$ cat src/rtl/pwr_seq_pkg.sv
package pwr_seq_pkg;

  // Reset hold length in clocks, scaled down for simulation.
  function automatic int unsigned rst_hold_cycles(input int unsigned clk_hz,
                                                  input int unsigned hold_ms,
                                                  input int unsigned scale);
    return (clk_hz / 1000) * hold_ms / scale;
  endfunction

  // Thermal lockout next state from the current state and the code.
  function automatic logic lockout_next(input logic hot,
                                        input int unsigned code,
                                        input int unsigned trip_c,
                                        input int unsigned clear_c);
    if (code > trip_c)        return 1'b1;
    else if (code <= clear_c) return 1'b0;
    else                      return hot;
  endfunction

endpackage

$ cat src/rtl/pwr_sync2.sv
module pwr_sync2 #(
  parameter int W = 1,
  parameter logic [W-1:0] INIT = '0
) (
  input  logic         clk,
  input  logic         rst_n,
  input  logic [W-1:0] d,
  output logic [W-1:0] q
);
  logic [W-1:0] meta_q;

  always_ff @(posedge clk or negedge rst_n) begin
    if (!rst_n) begin
      meta_q <= INIT;
      q      <= INIT;
    end else begin
      meta_q <= d;
      q      <= meta_q;
    end
  end

  // the output is the input from two edges earlier.
  assert_two_stage_R11: assert property (@(posedge clk) disable iff (!rst_n)
    $past(rst_n) |=> q == $past(meta_q));
endmodule

$ cat src/rtl/pwr_thermal_lock.sv
module pwr_thermal_lock
  import pwr_seq_pkg::*;
#(
  parameter int TEMP_W  = 8,
  parameter int TRIP_C  = 160,
  parameter int CLEAR_C = 140
) (
  input  logic              clk,
  input  logic              rst_n,
  input  logic [TEMP_W-1:0] code,
  output logic              hot
);
  localparam int unsigned TRIP_U  = TRIP_C;
  localparam int unsigned CLEAR_U = CLEAR_C;

  logic code_over, code_clear;
  assign code_over  = int'(code) > TRIP_C;
  assign code_clear = int'(code) <= CLEAR_C;

  always_ff @(posedge clk or negedge rst_n) begin
    if (!rst_n) hot <= 1'b0;
    else        hot <= lockout_next(hot, int'(code), TRIP_U, CLEAR_U);
  end

  assert_trip_sets_R5: assert property (@(posedge clk) disable iff (!rst_n)
    code_over |=> hot);
  assert_band_holds_R6: assert property (@(posedge clk) disable iff (!rst_n)
    (hot && !code_clear) |=> hot);
  assert_no_trip_at_limit_R6: assert property (@(posedge clk) disable iff (!rst_n)
    (!hot && !code_over) |=> !hot);
endmodule

$ cat src/rtl/pwr_rst_timer.sv
module pwr_rst_timer #(
  parameter int RST_CYCLES = 480000
) (
  input  logic clk,
  input  logic rst_n,
  input  logic active,
  output logic rst_n_o
);
  localparam int CW = $clog2(RST_CYCLES + 1);
  localparam logic [CW-1:0] LAST = CW'(RST_CYCLES - 1);

  logic [CW-1:0] cnt_q;
  logic          cnt_last;
  assign cnt_last = (cnt_q == LAST);

  always_ff @(posedge clk or negedge rst_n) begin
    if (!rst_n) begin
      cnt_q   <= '0;
      rst_n_o <= 1'b0;
    end else if (!active) begin
      cnt_q   <= '0;
      rst_n_o <= 1'b0;
    end else if (!rst_n_o) begin
      cnt_q   <= cnt_q + 1'b1;
      rst_n_o <= cnt_last;
    end
  end

  assert_low_when_idle_R7: assert property (@(posedge clk) disable iff (!rst_n)
    !active |=> !rst_n_o);
  assert_release_needs_active_R7: assert property (@(posedge clk) disable iff (!rst_n)
    $rose(rst_n_o) |-> $past(active));
  assert_cnt_bound_R7: assert property (@(posedge clk) disable iff (!rst_n)
    cnt_q <= CW'(RST_CYCLES));
endmodule

$ cat src/rtl/pwr_seq_ctrl.sv
module pwr_seq_ctrl
  import pwr_seq_pkg::*;
#(
  parameter int NRAIL   = 3,
  parameter int TEMP_W  = 8,
  parameter int TRIP_C  = 160,
  parameter int CLEAR_C = 140,
  parameter int CLK_HZ  = 1600000,
  parameter int RST_MS  = 300,
  parameter int SCALE   = 1
) (
  input  logic              clk,
  input  logic              rst_n,
  input  logic              btn_n_i,
  input  logic [2:0]        rail_req_i,
  input  logic [TEMP_W-1:0] temp_code_i,
  input  logic              uv_i,
  input  logic              mask_we_i,
  input  logic              mask_d_i,
  output logic [2:0]        rail_on_o,
  output logic [2:0]        dischg_o,
  output logic              irq_n_o,
  output logic              rst_n_o
);
  localparam int RST_CYCLES = int'(rst_hold_cycles(CLK_HZ, RST_MS, SCALE));
  localparam int SW = 1 + NRAIL + 1;

  logic [SW-1:0]     s_bits;
  logic [TEMP_W-1:0] s_temp;
  logic              s_btn_n, s_uv;
  logic [2:0]        s_req;

  pwr_sync2 #(.W(SW), .INIT({1'b1, 3'b000, 1'b0})) u_sync_ctl (
    .clk(clk), .rst_n(rst_n), .d({btn_n_i, rail_req_i, uv_i}), .q(s_bits));
  pwr_sync2 #(.W(TEMP_W), .INIT('0)) u_sync_temp (
    .clk(clk), .rst_n(rst_n), .d(temp_code_i), .q(s_temp));

  assign s_btn_n = s_bits[SW-1];
  assign s_req   = s_bits[NRAIL:1];
  assign s_uv    = s_bits[0];

  // Named internal events.
  logic btn_held, active, hot, fault, mask_q;
  logic [2:0] rail_want;
  assign btn_held = !s_btn_n;
  assign active   = btn_held || (|s_req);

  pwr_thermal_lock #(.TEMP_W(TEMP_W), .TRIP_C(TRIP_C), .CLEAR_C(CLEAR_C)) u_therm (
    .clk(clk), .rst_n(rst_n), .code(s_temp), .hot(hot));

  assign fault = hot || s_uv;

  // Rail 1 also answers the button; the others only their own request.
  for (genvar i = 0; i < NRAIL; i++) begin : g_rail
    if (i == 0) begin : g_btn
      assign rail_want[i] = s_req[i] || btn_held;
    end else begin : g_plain
      assign rail_want[i] = s_req[i];
    end
    assign rail_on_o[i] = rail_want[i] && !fault;
    assign dischg_o[i]  = !rail_on_o[i];
  end

  always_ff @(posedge clk or negedge rst_n) begin
    if (!rst_n)         mask_q <= 1'b0;
    else if (mask_we_i) mask_q <= mask_d_i;
  end

  assign irq_n_o = !((btn_held || fault) && !mask_q);

  pwr_rst_timer #(.RST_CYCLES(RST_CYCLES)) u_rtmr (
    .clk(clk), .rst_n(rst_n), .active(active), .rst_n_o(rst_n_o));

  assert_idle_rails_off_R1: assert property (@(posedge clk) disable iff (!rst_n)
    !active |-> rail_on_o == 3'b000);
  assert_rail2_own_R3: assert property (@(posedge clk) disable iff (!rst_n)
    rail_on_o[1] |-> s_req[1]);
  assert_rail3_own_R3: assert property (@(posedge clk) disable iff (!rst_n)
    rail_on_o[2] |-> s_req[2]);
  assert_hot_all_off_R5: assert property (@(posedge clk) disable iff (!rst_n)
    hot |-> rail_on_o == 3'b000);
  assert_uv_all_off_R8: assert property (@(posedge clk) disable iff (!rst_n)
    s_uv |-> rail_on_o == 3'b000);
  assert_mask_quiet_R10: assert property (@(posedge clk) disable iff (!rst_n)
    mask_q |-> irq_n_o);
  assert_dischg_R4: assert property (@(posedge clk) disable iff (!rst_n)
    (rail_on_o & dischg_o) == 3'b000);
endmodule

$ cat config.mk
export PLATFORM = sky130hd
export DESIGN_NAME = pwr_seq_ctrl
export DESIGN_NICKNAME = d
export VERILOG_FILES = /design/src/rtl/pwr_seq_pkg.sv /design/src/rtl/pwr_sync2.sv /design/src/rtl/pwr_thermal_lock.sv /design/src/rtl/pwr_rst_timer.sv /design/src/rtl/pwr_seq_ctrl.sv
export SDC_FILE = /design/constraint.sdc
export NUM_CORES = 1
export LEC_CHECK = 0
export BUFFER_PORTS_ARGS = -buffer_cell sky130_fd_sc_hd__buf_2
export CORE_MARGIN = 2
export CORE_UTILIZATION = 45
export CTS_BUF_LIST = sky130_fd_sc_hd__clkbuf_4
export CTS_CLUSTER_SIZE = 24
export DETAILED_ROUTE_END_ITERATION = 16
export PLACE_DENSITY = 0.63
export REMOVE_ABC_BUFFERS = 1
export SLEW_MARGIN = 20
export SYNTH_ARGS = -nofsm -noshare
export SYNTH_HDL_FRONTEND = slang
export SYNTH_SLANG_ARGS = --single-unit
export TNS_END_PERCENT = 1
$ cat constraint.sdc
create_clock -name clk -period 3.7 [get_ports clk]
set_input_delay 0.185 -clock clk [delete_from_list [all_inputs] [get_ports clk]]
set_output_delay 0.185 -clock clk [all_outputs]
set_load 0.05 [all_outputs]
; Yosys cells after proc, flatten, opt, wreduce, memory -nomap -nowiden
; Cells that the tools add are included.
[totals]
regBits = 48
latch_bits = 0
ram_bits = 0
rom_bits = 0
input_bits = 17
elab_cells = 36
n_memories = 0
[op_classes]
addsub = 1
multipliers = 0
div_mod_pow = 0
magnitude_cmp = 2
n_eq_ne = 2
shifts = 0
mux = 6
bitwise = 0
reduce_logical = 17
[op_table]
columns = operator, count
row1 = 19-bit 2-to-1 mux, 2
row2 = "19-bit by 1-bit adder with 19-bit output, second input constant", 1
row3 = "19-bit equality test, second input constant", 1
row4 = "8-bit greater-than comparator, second input constant", 1
row5 = "8-bit <= comparator, second input constant", 1
row6 = 1-bit logical NOT, 7
row7 = 1-bit logical AND, 4
row8 = 1-bit logical OR, 4
row9 = 1-bit 2-to-1 mux, 4
row10 = 3-bit OR reduction, 1
row11 = "2-bit inequality test, second input constant", 1
row12 = 2-bit nonzero test, 1

; Logic depth before layout (Yosys ltp)
; Gate-level depths: netlist of the first run.
[logic_depth]
word_depth = 4
ltp_mapped = 6
mapped_depth_nobuf = 5

; Hierarchy
; From an unflattened synthesis of the first run, not the netlist that was laid out.
[hier_totals]
hier_cells = 155
area_unflattened_um2 = 1886.8
[by_module_without_submodules]
columns = module, instances, cells_per_inst, area_each_um2, seq_area_each_um2
row1 = pwr_rst_timer, 1, 109, 1057.3, 500.5
row2 = pwr_sync2 (u_sync_temp), 1, 16, 400.4, 400.4
row3 = pwr_sync2 (u_sync_ctl), 1, 10, 252.7, 252.7
row4 = pwr_seq_ctrl, 1, 12, 92.6, 25.0
row5 = pwr_thermal_lock, 1, 8, 83.8, 25.0

; Worst setup path after synthesis of the first run
; OpenSTA, ideal clock, no wires.
[synth_path]
kind = reg-to-output
from = register u_sync_ctl.q[4]
to = output rail_on_o[0]
arrival_ns = 2.291
required_ns = 3.515
slack_ns = 1.224
path_stages_with_launch = 4
n_path_buf = 0
cell_sequence = dfstp_2 > inv_1 > o21ai_0 > inv_1
[synth_between]
elab_chain_len = 3
[synth_lines]
columns = element, line_no
row1 = from (decl), pwr_sync2.sv:8  ; output logic [W-1:0] q
row2 = from (signal assigned), pwr_sync2.sv:18  ; q <= meta_q;
row3 = 1-bit logical NOT, pwr_seq_ctrl.sv:45  ; assign btn_held = !s_btn_n;
row4 = 1-bit logical OR, pwr_seq_ctrl.sv:56  ; assign rail_want[i] = s_req[i] || btn_held;
row5 = 1-bit logical AND, pwr_seq_ctrl.sv:60  ; assign rail_on_o[i] = rail_want[i] && !fault;
row6 = to (decl), pwr_seq_ctrl.sv:20  ; output logic [2:0] rail_on_o,
; Every way passes these cells.

; Final worst setup path of the first run
[layout_path]
from = register u_rtmr.cnt_q[3]
to = register u_rtmr.cnt_q[18]
[layout_between]
elab_chain_len = 3
[layout_lines]
columns = element, line_no
row1 = from (decl), pwr_rst_timer.sv:12  ; logic [CW-1:0] cnt_q;
row2 = from (signal assigned), pwr_rst_timer.sv:24  ; cnt_q <= cnt_q + 1'b1;
row3 = 19-bit by 1-bit adder with 19-bit output, pwr_rst_timer.sv:24
row4 = 19-bit 2-to-1 mux, pwr_rst_timer.sv:23  ; end else if (!rst_n_o) begin
row5 = 19-bit 2-to-1 mux, pwr_rst_timer.sv:20  ; end else if (!active) begin
; Every way passes these cells. The select of a mux whose other input is x is not followed.
; A chain may end at the register's enable or synchronous reset.

==> impl_metrics.yaml, run 1 <==
cts:
  numCtsBuffers: 5
  worstSkewPairLatency_ps: 360
  clk_pin_slew_ps: 140
  h-tree-depth: 2
  cts_buffer_depth: 2
  cts.sinks: 48
  cts_tree: "built"
  cts_setup_buffers: 0
  cts_root_buffer: "clkbuf_4"
  ctsHoldBuffers: 13
  postCtsResizedCells: 0
setup_path:
  path_cells: "nand3_1 > or4_1 > or4_1 > a21oi_1"
  crit_type: "reg2reg"
  worst-path-stages: 4
  critPathLaunchType: "register"
  cpPeakStageDelay_ps: 740
  cp_top_family: "simple AND/OR/NAND/NOR gates"
  critical_path_required_ps: 4000
  cp.arrival_ps: 2440
  crit_fanout: 11
  r2r_cells: 4
  crit_path_frequent_cell: "or4_1"
  end_kind: "register"
  crit_path_top_delay_cell: "or4_1"
  worst-path-buf-inv: 0
timing:
  tightest_slew_ps: 976.1
  period_minus_slack_ps: 2139
  fin_worst_skew_ps: 9.698
  fmax_mhz: 467.5
  min_period_over_period: 0.5781
  slew_viol_final: 0
  final-hold-violation-count: 0
  rsz0062_at_grt: "no"
  slew_headroom: 0.3444
  setup_viol: 0
  fin_tns_setup_ps: 0
logic_synthesis:
  synth-seq-cells: 48
  syn_inst: 151
  yosys.cell_types.count: 36
  netlist_area_um2: 1838
  synth_area_leaders: "dfrtp_1 63%, xnor2_1 3.3%, nor2_1 3.1%"
  yosys.area.top_type: "dfrtp_1"
  synth_top_area_frac: 0.6263
  yosysSeqAreaShare: 0.6549
  ys_warn_count: 0
  syn_area_per_cell_um2: 12.17
die:
  start_util: 0.4628
  die_area_um2: 4612
  placeableCoreArea_um2: 3971
  die_w_um: 67.91
  fp.dieH_um: 67.91
  io_pins: 25
  rows: 23
power:
  leakagePower_nw: 1.003
  vdd.ir_drop.worst_mv: 0.3399
  power_per_cell_area_nw_per_um2: 478.5
layout:
  regArea_um2: 1204
  design_area_um2: 2236
  multi_input_area_um2: 600.6
  synthToLayoutAreaGrowth_pct: 21.65
  drive_above_1_share: 0.2280
  fillers: 337
  final_common_cell: "dfrtp_1"
  fin_nets: 210
  antennaDiodeCount: 0
  layout_common_cells: "46 x dfrtp_1, 23 x buf_2, 15 x nor2_1, 14 x dlygate4sd3_1, 9 x a21oi_1"
route:
  routed-via-count: 1250
  wl_per_cell_um: 13.59
  drt_iter0_drc: 49
  antenna_left: 0
  firstDrtPassIters: 6
  wl_um: 3302
  post-route-drc-count: 0
  viasPerCell: 5.144
worst_hold_path:
  hp-class: "in2reg"
  hold_depth: 2
place:
  gp_congestion: 0.8106
  dp_hpwl_um: 2210
  port_buffers: 24
  dpl_cell_area_um2: 2013
grt:
  grt_pass1_wl_um: 5782
  grt_pass1_vias: 1263
  grt_max_degree: 49
  antenna_found_initial: 0
  overflow: 0
  grt.total_usage: 0.1717
status:
  status: "finished, final reports clean"
run:
  maxCapViolations: 0
-- power by group --
part | switching (mW) | internal, mW
Clock | 0.165 | 0.141
Sequential | 0.0433 | 0.573
Combinational | 0.0823 | 0.0644
Total | 0.291 | 0.779
-- path summary, 6_finish.rpt --
check                                          start                to  slack [ps]
worst min register to register  u_sync_ctl.meta_q[2]   u_sync_ctl.q[2]         360
worst min-delay path                        mask_d_i            mask_q          50
min in group asynchronous                      rst_n   u_rtmr.cnt_q[8]         360
worst max register to register       u_rtmr.cnt_q[3]  u_rtmr.cnt_q[18]        1560
max in group asynchronous                      rst_n   u_sync_ctl.q[2]        2930
worst max-delay path                 u_rtmr.cnt_q[3]  u_rtmr.cnt_q[18]        1560
-- synthesized netlist by cell type, drive strengths merged --
library cell / count
a31o: 1
nor4: 5
a21oi: 9
o31ai: 1
nor2b: 1
dfstp: 2
or2b: 1
xor2: 3
mux2: 1
o31a: 2
nand4b: 1
mux2i: 1
or2: 1
ha: 1
nand2: 8
or4: 3
o21a: 1
inv: 7
nand4: 2
nor3: 4
o21ai: 7
or4b: 1
xnor2: 7
nor2: 15
dfrtp: 46
nor4bb: 1
nand3b: 1
clkbuf: 4
nand3: 5
a21o: 2
or3: 6
nor4b: 1
-- per-stage QoR --
stage	total power [mW]	worst slack [ps]	util	cells	hold WS, ps
after detailed placement	0.7624	1590	0.5069	221	294.4
final	1.070	1561	0.5630	243	47.66
after floorplan	0.7154	1224	-	147	-110.6
after global routing	1.132	1407	0.5630	243	30.24
after CTS	1.081	1565	0.5599	242	30.14
after global placement	0.7544	1666	0.5069	221	291.5
-- layout make-up --
class	instances	share of cell area
clock inverters	3	0.01903
flip-flops and latches	48	0.5383
repair buffers	38	0.1175
inverters	7	0.01175
well taps	50	0.02798
multi-input cells	92	0.2686
clock buffers	5	0.01679
-- flip-flops by register name (all words and copies together) (netlist names) --
signal	count
u_rtmr.cnt_q	19
u_sync_temp.meta_q	8
u_sync_temp.q	8
u_sync_ctl.meta_q	5
u_sync_ctl.q	5
mask_q	1
u_rtmr.rst_n_o	1
u_therm.hot	1
-- cells by family after synthesis --
family	Yosys count	synth area share
adder cells (fa/ha/maj)	1	0.006806
flip-flops	48	0.6549
buffers and inverters	11	0.02314
AO/OA/AOI/OAI	23	0.07420
XOR/XNOR	10	0.04765
multiplexers	2	0.01157
AND/OR/NAND/NOR	56	0.1818
-- metal layers --
metal  global-route usage  vias up  part of all wire
met5                    0        -                 0
met4              0.07250        0             0.017
met3              0.05263        7             0.038
met2               0.2647       28              0.48
li1                     -      606                 -
met1               0.2261      609              0.46
Power figures use the tool's default switching activity.
==> inputs of run 2 (changes only) <==
==> constraint.sdc (replaced) <==
create_clock -name clk -period 1.99 [get_ports clk]
set_input_delay 0.0995 -clock clk [delete_from_list [all_inputs] [get_ports clk]]
set_output_delay 0.0995 -clock clk [all_outputs]
set_load 0.05 [all_outputs]
==> run 2 against run 1 <==
  * Wire length is 2.6% higher
  * Sequential share of layout area is 1.9 points lower
  * Clock skew is 1.3 ps lower
==> impl_metrics.yaml, run 2 (synthesis gave the netlist of run 1 again) <==
timing:
  fin_tns_setup_ps: 0
  tightest_slew_ps: 645.5
  slew_headroom: 0.5697
  rsz0062_at_grt: "no"
  period_minus_slack_ps: 1893
  setup_viol: 0
  final-hold-violation-count: 0
  min_period_over_period: 0.9514
  slew_viol_final: 0
  fin_worst_skew_ps: 8.391
  fmax_mhz: 528.2
  worst_hold_slack_ps: 282.4
cts:
  numCtsBuffers: 5
  worstSkewPairLatency_ps: 360
  cts.sinks: 48
  clk_pin_slew_ps: 130
  cts_buffer_depth: 2
  cts_root_buffer: "clkbuf_4"
  h-tree-depth: 2
  cts_tree: "built"
setup_path:
  crit_fanout: 6
  crit_type: "reg2reg"
  cp.arrival_ps: 2190
  critical_path_required_ps: 2280
  regToRegSetupSlack_ps: 100
  critPathLaunchType: "register"
  cpPeakStageDelay_ps: 520
  path_cells: "ha_4 > nand3b_4 > or4_4 > or3_2 > a21oi_1"
  crit_path_top_delay_cell: "or4_4"
  end_kind: "register"
layout:
  final_common_cell: "dfrtp_1"
  drive_above_1_share: 0.2829
  largest_reg_flops: 19
  instances_no_fill: 255
  top_regs: "u_rtmr.cnt_q x19, u_sync_temp.meta_q x8, u_sync_temp.q x8"
  fin_nets: 222
  antennaDiodeCount: 0
  fillers: 327
  synthToLayoutAreaGrowth_pct: 26.07
  layout_common_cells: "46 x dfrtp_1, 24 x buf_2, 16 x dlygate4sd3_1, 15 x nor2_1, 10 x buf_4"
  top_register: "u_rtmr.cnt_q"
route:
  wl_per_cell_um: 13.28
  viasPerCell: 5.122
  antenna_left: 0
  post-route-drc-count: 0
  routed-via-count: 1306
  wl_um: 3387
  firstDrtPassIters: 4
  drt_iter0_drc: 45
power:
  leakagePower_nw: 1.048
  finalPower_mw: 1.940
  switching_share: 0.2842
  vdd.ir_drop.worst_mv: 0.4990
  clkPwrFrac: 0.231
  power_per_cell_area_nw_per_um2: 837.2
  power_frac_seq: 0.590
  combPwrFrac: 0.178
  intPower_mw: 1.389
  switchingPower_uw: 551.3
run:
  maxCapViolations: 0
die:
  die_w_um: 67.91
  fp.dieH_um: 67.91
  rows: 23
  io_pins: 25
  placeableCoreArea_um2: 3971
  start_util: 0.4628
  die_area_um2: 4612
grt:
  met2_usage: 0.2696
  grt.busiest_layer: "met2"
  overflow: 0
  met1_usage: 0.2170
  grt.total_usage: 0.1718
  antenna_found_initial: 0
  use_met3: 0.05099
  grt_max_degree: 31
  grt_pass1_vias: 1295
  grt_pass1_wl_um: 5637
status:
  status: "finished, final reports clean"
place:
  dp_hpwl_um: 2382
  gp_congestion: 0.8568
  port_buffers: 24
  dp_cells: 230
worst_hold_path:
  hp-class: "in2async"
## run 2: changes by cell type in the layout (fill, tap and decap cells not counted), moves of 2 or more
cell           previous run  this run
buf_4                     1        10
or4_1                     3         1
dlygate4sd3_1            14        16
or4_4                     0         2
## run 2: worst max-delay path: cells and delay by family (launching register included)
| kind | cells | cell delay (ps) |
|---|---|---|
| simple gates | 3 | 1070 |
| flops | 1 | 420 |
| fa+ha+maj | 1 | 170 |
| compound gates | 1 | 170 |
## run 2: layer usage
| layer | vias up | part of all wire |
|---|---|---|
| met1 | 641 | 0.44 |
| met5 | - | 0 |
| met4 | 0 | 0.019 |
| met2 | 32 | 0.49 |
| li1 | 627 | - |
| met3 | 6 | 0.045 |
## run 2: worst paths after layout
| check | from | to | depth (start not counted) |
|---|---|---|---|
| max | u_rtmr.cnt_q[0] | u_rtmr.cnt_q[14] | 5 |
| min | rst_n | u_rtmr.cnt_q[16] | 2 |
| max reg2reg | u_rtmr.cnt_q[0] | u_rtmr.cnt_q[14] | 5 |
| min reg2reg | u_sync_temp.meta_q[7] | u_sync_temp.q[7] | 0 |
| max in group asynchronous | rst_n | u_rtmr.cnt_q[0] | 3 |
| min in group clk | u_sync_temp.meta_q[7] | u_sync_temp.q[7] | 0 |
## run 2: through the flow
step	util	setup slack, ps	instance area (µm²)
after CTS	0.5781	26.48	2296
after detailed placement	0.5217	-43.73	2072
after global placement	0.5217	55.91	2072
after floorplan	-	-400.6	1822
final	0.5835	96.62	2317
after global routing	0.5835	7.311	2317
## run 2: area by class of cell
class | instances | area [µm²] | area share
Timing Repair Buffer | 50 | 355.3 | 0.1533
Tap cell | 50 | 62.56 | 0.02700
Multi-Input combinational cell | 92 | 611.8 | 0.2640
Clock inverter | 2 | 12.51 | 0.005400
Sequential cell | 48 | 1204 | 0.5194
Inverter | 7 | 26.28 | 0.01134
Clock buffer | 6 | 45.04 | 0.01944
## run 2: timing repair
| action | 4_1_cts | 5_1_grt |
|---|---|---|
| hold endpoints to repair | 40 | 0 |
| hold buffers | 16 | 0 |
| setup endpoints to repair | 3 | 5 |
| gates cloned | 0 | 0 |
| gates resized for setup | 2 | 2 |
| setup buffers | 0 | 1 |
## run 2: power groups by stage
stage	Clock [mW]	Sequential, mW	Combinational (mW)
after floorplan	0	1.15	0.183
after global placement	0	1.15	0.274
after detailed placement	0	1.16	0.291
after CTS	0.468	1.14	0.321
after global routing	0.503	1.16	0.388
final	0.449	1.15	0.346
